`src/rtl/ndiv_pkg.sv`:
```
package ndiv_pkg;
  typedef enum logic [1:0] {
    ST_IDLE   = 2'd0,
    ST_ALIGN  = 2'd1,
    ST_REDUCE = 2'd2
  } ndiv_state_e;
endpackage

```
`src/rtl/ndiv_datapath.sv`:
```
module ndiv_datapath #(
  parameter int WIDTH = 16
) (
  input  logic             clk,
  input  logic             rst_n,
  input  logic             load,
  input  logic             zero_load,
  input  logic             shift_up,
  input  logic             step,
  input  logic [WIDTH-1:0] dividend,
  input  logic [WIDTH-1:0] divisor,
  output logic             dsr_gt_rem,
  output logic             pow_last,
  output logic [WIDTH-1:0] quo,
  output logic [WIDTH-1:0] rem
);
  localparam int XW = WIDTH + 1;

  logic [WIDTH-1:0] rem_q, rem_d, quo_q, quo_d;
  logic [XW-1:0]    dsr_q, dsr_d, pow_q, pow_d;
  logic             en;

  assign dsr_gt_rem = dsr_q > {1'b0, rem_q};
  assign pow_last   = (pow_q == XW'(1));
  assign en         = load | shift_up | step;

  always_comb begin
    rem_d = rem_q;
    quo_d = quo_q;
    dsr_d = dsr_q;
    pow_d = pow_q;
    if (load) begin
      rem_d = dividend;
      dsr_d = {1'b0, divisor};
      pow_d = XW'(1);
      quo_d = zero_load ? {WIDTH{1'b1}} : '0;
    end else if (shift_up) begin
      dsr_d = dsr_q << 1;
      pow_d = pow_q << 1;
    end else if (step) begin
      if (!dsr_gt_rem) begin
        rem_d = rem_q - dsr_q[WIDTH-1:0];
        quo_d = quo_q | pow_q[WIDTH-1:0];
      end
      dsr_d = dsr_q >> 1;
      pow_d = pow_q >> 1;
    end
  end

  always_ff @(posedge clk or negedge rst_n) begin
    if (!rst_n) begin
      rem_q <= '0;
      quo_q <= '0;
      dsr_q <= '0;
      pow_q <= '0;
    end else if (en) begin
      rem_q <= rem_d;
      quo_q <= quo_d;
      dsr_q <= dsr_d;
      pow_q <= pow_d;
    end
  end

  assign quo = quo_q;
  assign rem = rem_q;

  // the weight register never carries more than one bit
  a_r6_pow_onehot: assert property (@(posedge clk) disable iff (!rst_n)
    $onehot0(pow_q));

  // a doubling is never applied to a divisor copy already at the top bit
  a_r6_no_overflow: assert property (@(posedge clk) disable iff (!rst_n)
    shift_up |-> !dsr_q[WIDTH]);

  // the working dividend never grows during reduction
  a_r2_rem_monotone: assert property (@(posedge clk) disable iff (!rst_n)
    step |=> rem_q <= $past(rem_q));

  // after the last reduction step the remainder is below the divisor
  a_r9_rem_below_div: assert property (@(posedge clk) disable iff (!rst_n)
    (step && pow_last) |=> {1'b0, rem_q} < $past(dsr_q));
endmodule

```
`src/rtl/ndiv_ctrl.sv`:
```
module ndiv_ctrl
  import ndiv_pkg::*;
(
  input  logic clk,
  input  logic rst_n,
  input  logic start,
  input  logic div_is_zero,
  input  logic dsr_gt_rem,
  input  logic pow_last,
  output logic load,
  output logic zero_load,
  output logic shift_up,
  output logic step,
  output logic done,
  output logic div_zero
);
  ndiv_state_e state_q, state_d;
  logic        done_q, done_d, dz_q, dz_d;

  always_comb begin
    state_d   = state_q;
    done_d    = 1'b0;
    dz_d      = dz_q;
    load      = 1'b0;
    zero_load = 1'b0;
    shift_up  = 1'b0;
    step      = 1'b0;
    unique case (state_q)
      ST_IDLE: if (start) begin
        load = 1'b1;
        if (div_is_zero) begin
          zero_load = 1'b1;
          done_d    = 1'b1;
          dz_d      = 1'b1;
        end else begin
          dz_d    = 1'b0;
          state_d = ST_ALIGN;
        end
      end
      ST_ALIGN: begin
        if (dsr_gt_rem) state_d = ST_REDUCE;
        else            shift_up = 1'b1;
      end
      ST_REDUCE: begin
        step = 1'b1;
        if (pow_last) begin
          state_d = ST_IDLE;
          done_d  = 1'b1;
        end
      end
      default: state_d = ST_IDLE;
    endcase
  end

  always_ff @(posedge clk or negedge rst_n) begin
    if (!rst_n) begin
      state_q <= ST_IDLE;
      done_q  <= 1'b0;
      dz_q    <= 1'b0;
    end else begin
      state_q <= state_d;
      done_q  <= done_d;
      dz_q    <= dz_d;
    end
  end

  assign done     = done_q;
  assign div_zero = dz_q;

  // done lasts one cycle unless an immediate zero-divisor start retriggers it
  a_r3_done_pulse: assert property (@(posedge clk) disable iff (!rst_n)
    (done_q && !(start && div_is_zero)) |=> !done_q);

  // a start seen while aligning does not drop the block back to idle
  a_r7_busy_start: assert property (@(posedge clk) disable iff (!rst_n)
    (state_q == ST_ALIGN && start) |=> state_q != ST_IDLE);

  // the zero-divisor flag only moves on an accepted start
  a_r8_flag_hold: assert property (@(posedge clk) disable iff (!rst_n)
    !(state_q == ST_IDLE && start) |=> $stable(dz_q));
endmodule

```
`src/rtl/norm_divider.sv`:
```
module norm_divider #(
  parameter int WIDTH = 16
) (
  input  logic             clk,
  input  logic             rst_n,
  input  logic             start,
  input  logic [WIDTH-1:0] dividend,
  input  logic [WIDTH-1:0] divisor,
  output logic             done,
  output logic             div_zero,
  output logic [WIDTH-1:0] quotient,
  output logic [WIDTH-1:0] remainder
);
  logic [1:0] rst_sync_q;
  logic       rst_int_n;
  logic       load, zero_load, shift_up, step, dsr_gt_rem, pow_last;

  always_ff @(posedge clk or negedge rst_n) begin
    if (!rst_n) rst_sync_q <= 2'b00;
    else        rst_sync_q <= {rst_sync_q[0], 1'b1};
  end
  assign rst_int_n = rst_sync_q[1];

  ndiv_ctrl u_ctrl (
    .clk        (clk),
    .rst_n      (rst_int_n),
    .start      (start),
    .div_is_zero(divisor == '0),
    .dsr_gt_rem (dsr_gt_rem),
    .pow_last   (pow_last),
    .load       (load),
    .zero_load  (zero_load),
    .shift_up   (shift_up),
    .step       (step),
    .done       (done),
    .div_zero   (div_zero)
  );

  ndiv_datapath #(.WIDTH(WIDTH)) u_dp (
    .clk       (clk),
    .rst_n     (rst_int_n),
    .load      (load),
    .zero_load (zero_load),
    .shift_up  (shift_up),
    .step      (step),
    .dividend  (dividend),
    .divisor   (divisor),
    .dsr_gt_rem(dsr_gt_rem),
    .pow_last  (pow_last),
    .quo       (quotient),
    .rem       (remainder)
  );
endmodule

```
`config.mk`:
```
export PLATFORM = sky130hd
export DESIGN_NAME = norm_divider
export DESIGN_NICKNAME = d
export VERILOG_FILES = /design/src/rtl/ndiv_pkg.sv /design/src/rtl/ndiv_datapath.sv /design/src/rtl/ndiv_ctrl.sv /design/src/rtl/norm_divider.sv
export SDC_FILE = /design/constraint.sdc
export NUM_CORES = 1
export LEC_CHECK = 0
export ABC_AREA = 1
export BUFFER_PORTS_ARGS = -buffer_cell sky130_fd_sc_hd__buf_2
export CORE_UTILIZATION = 28
export CTS_CLUSTER_DIAMETER = 60
export DETAILED_ROUTE_END_ITERATION = 16
export GPL_ROUTABILITY_DRIVEN = 0
export REMOVE_ABC_BUFFERS = 1
export SLEW_MARGIN = 25
export SYNTH_ARGS = -nofsm -noshare
export SYNTH_HDL_FRONTEND = slang
export SYNTH_SLANG_ARGS = --single-unit
```
`constraint.sdc`:
```
create_clock -name clk -period 4.33 [get_ports clk]
set_clock_uncertainty 0.15 [all_clocks]
set_input_delay 0.866 -clock clk [delete_from_list [all_inputs] [get_ports clk]]
set_output_delay 0.866 -clock clk [all_outputs]
set_load 0.01 [all_outputs]
```
Word-level counts from Yosys, hierarchy flattened:

Cells that the tools add are included.

* reduce and logical (&&, ||, !) cells: 8
* multiplexer cells: 30
* bitwise logic cells: 3
* add/subtract/negate cells: 1
* equal/unequal tests: 9
* $lt $le $gt $ge: 1

Operators with widths (count)
* $mux W16: 9
* $mux W17: 6
* $eq A17 B1 Y1 const B: 1
* $gt A17 B16 Y1: 1
* $logic_not A16 Y1: 1
* $or A16 B16 Y16: 1
* $sub A16 B16 Y16: 1
* $mux W1: 9
* $mux W2: 4
* $ne A2 B2 Y1 const B: 4
* $reduce_and A4 Y1: 2
* $pmux W2 S3: 1
* $ne A2 B1 Y1 const B: 2
* $reduce_and A2 Y1: 2
* $reduce_bool A3 Y1: 1
* $eq A2 B1 Y1 const B: 1
* $eq A2 B2 Y1 const B: 1
* $logic_not A2 Y1: 1
* $or A1 B1 Y1: 2
* $pmux W1 S2: 1
* $reduce_bool A2 Y1: 1

* output and inout port bits: 34
* input port bits: 35
* flip-flop bits (word level): 72
* logic and storage cells: 60

Logic depth before layout (Yosys ltp):

Gate-level depths: netlist of the first run.

* word-level depth: 6
* depth in mapped cells: 17

Cells and area by module:

Synthesis of the first run repeated with hierarchy kept, for this count alone.

* cell total of the unflattened synthesis: 759
* area total of the unflattened synthesis: 5076.1 µm²

Modules (own cells, without submodules)
* ndiv_datapath: instances 1, area each 4732.0 µm², cells each 705, sequential area each 1651.6 µm²
* ndiv_ctrl: instances 1, area each 186.4 µm², cells each 24, sequential area each 100.1 µm²
* norm_divider: instances 1, area each 157.7 µm², cells each 30, sequential area each 50.0 µm²

Least setup slack after synthesis of the first run:

Ideal clock, no wire load.

* path kind: register to register
* from: reg u_dp.rem_q[0], in the netlist u_dp.rem[0]
* to: reg u_dp.rem_q[14], in the netlist u_dp.rem[14]
* buffers on the path: 0
* path slack: 2096 ps
* period minus slack after synthesis: 2234 ps
* data arrival time: 1968 ps
* setup time: 117 ps
* stages on the path, launching flop included: 14
* path through: dfrtp_1 > inv_1 > ha_1 > fa_1 > o21ai_0 > nand2_1 > nand2_1 > nand3_1 > nand2_1 > nand2_1 > nand3_1 > nand2_1 > nand2_1 > nand2_1

* longest elaborated chain between the ends: 6
* elaborated cells between the ends (all ways): 13
* those cells by class: 1 x add/sub; 1 x order compare; 2 x eq/ne; 6 x mux; 2 x bitwise; 1 x reduce/logical

RTL lines
* start, declared: RTL line ndiv_datapath.sv:19 `logic [WIDTH-1:0] rem_q, rem_d, quo_q, quo_d;`
* start signal, assigned: RTL line ndiv_datapath.sv:57 `rem_q <= rem_d;`
* $gt A17 B16 Y1: RTL line ndiv_datapath.sv:23 `assign dsr_gt_rem = dsr_q > {1'b0, rem_q};`
* $mux W1: RTL line ndiv_ctrl.sv:41 `if (dsr_gt_rem) state_d = ST_REDUCE;`
* $mux W1: RTL line ndiv_ctrl.sv:28 `unique case (state_q)`
* $or A1 B1 Y1 (2 in series): RTL line ndiv_datapath.sv:25 `assign en = load | shift_up | step;`
* $reduce_and A4 Y1 (no line)

Parallel ways exist; a longest one is shown, timed or not. The select of a mux whose other input is x is not followed.
A chain may end at the register's enable or synchronous reset.

Worst setup path after layout of the first run:

* from: reg u_dp.rem_q[10], in the netlist u_dp.rem[10]
* to: reg u_dp.pow_q[5]

* longest elaborated chain between the ends: 6
* elaborated cells between the ends (all ways): 9
* those cells by class: 1 x order compare; 4 x mux; 2 x bitwise; 2 x reduce/logical

RTL lines
* $gt A17 B16 Y1 (*): RTL line ndiv_datapath.sv:23
* $mux W1 (*): RTL line ndiv_ctrl.sv:41
* $mux W1 (*): RTL line ndiv_ctrl.sv:28
* $or A1 B1 Y1 (2 in series): RTL line ndiv_datapath.sv:25
* $reduce_and A2 Y1 (no line)
* end signal, assigned: RTL line ndiv_datapath.sv:60 `pow_q <= pow_d;`
* end, declared: RTL line ndiv_datapath.sv:20 `logic [XW-1:0] dsr_q, dsr_d, pow_q, pow_d;`

Mark *: on every way between the ends. The rest lies on a longest branch, timed or not.

==> metrics.cfg, run 1 <==
[global_routing]
grt_pass1_vias = 4496
grt_usage_pct = 16.1
grt_pass1_wl_um = 23100
antenna_found_initial = 0
grt_max_degree = 58
grt_overflow = 0

[cts]
clkTransAtPathRegs_ns = 0.06
clkLatencyLatePin_ns = 0.34
postCtsSetupBuffers = 0
post_cts_resized = 0
postCtsHoldBufs = 0
cts_root_buffer = clkbuf_16
clock-sinks = 72
clockBufferDepth = 2
htree_num_levels = 3
cts_made_buffers = 9
cts_tree = done

[power]
powerDensity_nw_per_um2 = 920
leakage_nw = 3.12
peakVddDrop_uv = 304

[detailed_routing]
vias = 4600
wl_um = 13500
drcViolationCount = 0
ant_nets = 0
wl_per_cell_um = 13.7
viasPerCell = 4.64
drt-initial-drc-count = 268
dr.pass1.iters = 5

[die]
fp.coreArea_um2 = 16800
die-area_um2 = 18000
std_cell_rows = 47
die_w_um = 134
ios = 69
start_util_pct = 29.1
die_y_um = 134

[timing]
rsz0062_at_grt = false
slew_headroom_pct = 46.0
report.final.setup_viol = 0
finalMaxSlewViolations = 0
max_freq_mhz = 305
period_share_pct = 75.8
worst_slew_pin_slew_ns = 0.807
hold_viol_final = 0
post-route-min-period_ns = 3.28
setup_ws_ns = 1.05
setup_tns_ns = 0

[synth]
synth_common_cells = nand2_1, nand3_1, dfrtp_1, inv_1, o21ai_0
synth-edff-count = 0
synth_seq_cells = 72
ys.flop_type = dfrtp_1
synth_area_leaders = dfrtp_1, nand2_1, nand3_1
yosysWarnings = 0
synth.cell_area_um2 = 4890
synth.most_common_cell = nand2_1
ys_types = 35
async_reset_ff_share_pct = 100
ys_seq_area_share_pct = 36.8
synth_top_area_share_pct = 36.8
postSynthAreaPerCell_um2 = 6.89
synthCells = 710
yosys.area.top_type = dfrtp_1

[worst_setup_path]
worstReg2RegStart = u_dp.rem[10]
worstSetupStartpoint = u_dp.rem[10]
path_depth = 13
cp_cell_sequence = inv_1 -> ha_1 -> nand2_1 -> nor2_2 -> nand2_1 -> nor2_1 -> nor2_1 -> nand2_2 -> nand2_4 -> nand2_4 -> buf_4 -> nand2_2 -> o21ai_0
path_class = reg -> reg
path_buf_inv = 2
worstPathMaxFanout = 57
required_ns = 4.42
crit_path_start_kind = register
r2r_cells = 13
end_kind = register
crit_arrival_ns = 3.38
r2r_end = u_dp.pow_q[5]
crit_family = simple AND/OR/NAND/NOR gates
worst_path_max_delay_cell = buf_4
reg2reg_slack_ns = 1.05
slowest_delay_ns = 0.47

[final_layout]
drive_gt1_share_pct = 13.4
fin_util_pct = 33.9
diodes = 0
final_nets = 833
final_cell_area_um2 = 5700
syn2layout_area_growth_pct = 16.5

[hold_path]
hold_path.class = in -> async

[placement]
post-dp-hpwl_um = 9750
dpl_cell_area_um2 = 5410
io_buffers = 68
place_ws_ns = 0.997

[job]
cap_viol_max_count = 0

[run_status]
outcome = finished, final reports clean

placed cells by master (no fill, tap or decap), drive strengths merged, types with 2 or more instances in the layout:
cell type,n
nor2,31
o21ai,59
clkbuf,10
nor4,4
o22ai,2
nand3b,4
nand2,254
inv,75
ha,31
nor3,4
xnor2,4
xor2,2
or2,2
a21o,2
buf,76
clkinv,4
nand4,5
nand3,97
a21oi,26
dfrtp,72
worst max-delay path by stage:
stage | slack [ns] | end
6_report | 1.05 | u_dp.pow_q[5]
5_1_grt | 0.66 | u_dp.rem[13]
4_1_cts | 0.97 | u_dp.quo[13]
3_5_place_dp | 1.0 | u_ctrl.done
3_3_place_gp | 1.06 | u_dp.pow_q[7]
2_1_floorplan | 0.28 | u_dp.dsr_q[0]
registers in the layout, summed over array words and instances, names as in the netlist:
name / cells
u_dp.dsr_q: 17
rst_sync_q: 2
u_dp.rem: 16
u_ctrl.state_q: 2
u_ctrl.div_zero: 1
u_dp.pow_q: 17
u_dp.quo: 16
u_ctrl.done: 1
report_power, final:
group	internal (mW)	switching [mW]
Combinational	1.14	2.14
Sequential	0.956	0.259
Clock	0.449	0.308
Total	2.55	2.70
kinds of logic after synthesis:
family	share of synthesized area, %
buffers and inverters	9.13
adder cells (fa/ha/maj)	8.33
AND/OR/NAND/NOR	35.0
AO/OA/AOI/OAI	9.56
flip-flops	36.8
XOR/XNOR	1.07
other	0.0766
metrics by stage:
stage               hold slack (ns)  power (mW)  std cells
floorplan                     0.181        3.57        679
global placement              0.183        4.49        975
detailed placement            0.189        4.51        975
CTS                           0.146        5.30        991
global route                  0.137        5.86        991
finish                        0.154        5.25        991
cell type report:
cell class,instances,area [um2]
repair buffers,76,400
clock buffers,10,229
fillers,1863,11100
clock inverters,6,68.8
inverters,75,282
multi-input cells,532,2650
flip-flops and latches,72,1800
well taps,220,275
layer usage:
| layer | GRT usage [%] | vias to the layer above | share of wire (%) |
|---|---|---|---|
| met4 | 2.87 | 0 | 0.47 |
| met2 | 27.0 | 80 | 47 |
| li1 | - | 2396 | - |
| met1 | 21.5 | 2120 | 49 |
| met5 | 0 | - | 0 |
| met3 | 3.44 | 4 | 4.1 |
No activity file was read; power rests on OpenSTA's default activity.
==> run 2: changes to the inputs <==
- clock period: 4.33 -> 3.1 ns (I/O delays scaled with it)
==> metrics.cfg, run 2 (same netlist as run 1, synthesis figures left out) <==
[run_status]
outcome = finished, final reports clean

[timing]
setup_tns_ns = 0
finalMaxSlewViolations = 0
report.final.setup_viol = 0
hold_viol_final = 0
setup_ws_ns = 0.391
post-route-min-period_ns = 2.71
max_freq_mhz = 369
worst_slew_pin_slew_ns = 0.687
timing.hold.ws_ns = 0.165
rsz0062_at_grt = false
slew_headroom_pct = 53.7
period_share_pct = 87.4

[final_layout]
final_cell_area_um2 = 5770
layout.cells.non_filler = 997
diodes = 0
multi_input_area_um2 = 2650
drive_gt1_share_pct = 14.0
final_common_cell = nand2_1
final_nets = 839
most-common-layout-cells = nand2_1, nand3_1, inv_1
num-fill-cells = 1871
syn2layout_area_growth_pct = 18.0
register_area_um2 = 1800
top_regs = u_dp.dsr_q x17, u_dp.pow_q x17
fin_util_pct = 34.3

[global_routing]
grt_pass1_vias = 4815
grt_pass1_wl_um = 23400
grt_max_degree = 44
grt_overflow = 0
antenna_found_initial = 0
grt_usage_pct = 16.4

[die]
die_w_um = 134
die-area_um2 = 18000
die_y_um = 134
std_cell_rows = 47
start_util_pct = 29.1
ios = 69
fp.coreArea_um2 = 16800

[power]
leakage_nw = 3.16
powerDensity_nw_per_um2 = 1290
peakVddDrop_uv = 526
p_seq_share_pct = 22.7
p_int_mw = 3.63
p_sw_mw = 3.84
swShare_pct = 51.4
p_total_mw = 7.47
pwr-share-clk_pct = 14.2
comb_power_share_pct = 63.1

[cts]
postCtsSetupBuffers = 0
cts_root_buffer = clkbuf_16
post_cts_resized = 0
clockBufferDepth = 2
htree_num_levels = 3
postCtsHoldBufs = 1
clkTransAtPathRegs_ns = 0.06
cts_tree = done
clock-sinks = 72
clkLatencyLatePin_ns = 0.35
cts_made_buffers = 9

[job]
cap_viol_max_count = 0

[detailed_routing]
met3_length_um = 619
wl_met2_um = 6250
m1WireLength_um = 6550
vias = 4700
ant_nets = 0
top_layer_used = met4
wl_per_cell_um = 13.8
dr.pass1.iters = 5
drt-initial-drc-count = 318
drcViolationCount = 0
wl_um = 13800
viasPerCell = 4.71

[placement]
dp.cells = 980
post-dp-hpwl_um = 9960
dpl_cell_area_um2 = 5470
io_buffers = 68
place_ws_ns = 0.390

[worst_setup_path]
crit_path_start_kind = register
cp_cell_sequence = inv_1 -> ha_1 -> nand2_1 -> inv_2 -> nand2_1 -> nand2_1 -> nand2_1 -> nand2_1 -> nor2_1 -> nand2_2 -> nand2_4 -> nand2_4 -> nand2_1 -> buf_4 -> nand3_1 -> o21ai_1
path_class = reg -> reg
crit_path_frequent_cell = nand2_1
end_kind = register
worstPathMaxFanout = 20
crit_arrival_ns = 2.83
slowest_delay_ns = 0.42
worst_path_max_delay_cell = dfrtp_1
required_ns = 3.22
r2r_cells = 16

[hold_path]
hold_path.class = reg -> async

run 2: cell types whose count changed in the layout (fill, tap and decap cells not counted), sizes merged:
cell         previous run  this run
buf                    76        81
clkinv                  4         5
dlygate4sd3             0         1
clkbuf                 10         9
run 2: power by group through the flow:
stage	sequential [mW]	combinational [mW]	clock, mW
2_1_floorplan	1.69	3.30	0
3_3_place_gp	1.71	4.67	0
3_5_place_dp	1.72	4.71	0
4_1_cts	1.70	4.74	1.08
5_1_grt	1.76	5.44	1.12
6_report	1.70	4.72	1.06
run 2: worst max-delay path, delay by kind of cell, from the launching register on:
family	cells	cell delay, ns
buffers and inverters	3	0.35
AOI/OAI and AO/OA	1	0.10
and+or+nand+nor	11	1.25
DFF	1	0.42
adders and majority gates	1	0.36
run 2: cell type report:
| cell class | instances | area share [%] |
|---|---|---|
| multi-input cells | 532 | 45.8 |
| flip-flops and latches | 72 | 31.2 |
| repair buffers | 82 | 8.19 |
| inverters | 75 | 4.88 |
| well taps | 220 | 4.77 |
| clock buffers | 9 | 3.90 |
| clock inverters | 7 | 1.21 |
run 2: layer usage:
metal  vias to the layer above  track usage, %
li1                       2400               -
met1                      2150            21.2
met2                       126            27.2
met3                        24            3.10
met4                         0            6.30
met5                         -               0
run 2: worst paths after layout:
| check | from | end | slack, ns |
|---|---|---|---|
| worst max-delay path | u_dp.rem[12] | u_dp.pow_q[10] | 0.39 |
| worst min-delay path | rst_sync_q[1] | u_dp.quo[12] | 0.17 |
| worst min register to register | rst_sync_q[1] | u_dp.quo[12] | 0.17 |
| max in group asynchronous | rst_sync_q[1] | u_dp.rem[8] | 1.94 |
| worst max register to register | u_dp.rem[12] | u_dp.pow_q[10] | 0.39 |
| min in group clk | rst_sync_q[0] | rst_sync_q[1] | 0.21 |
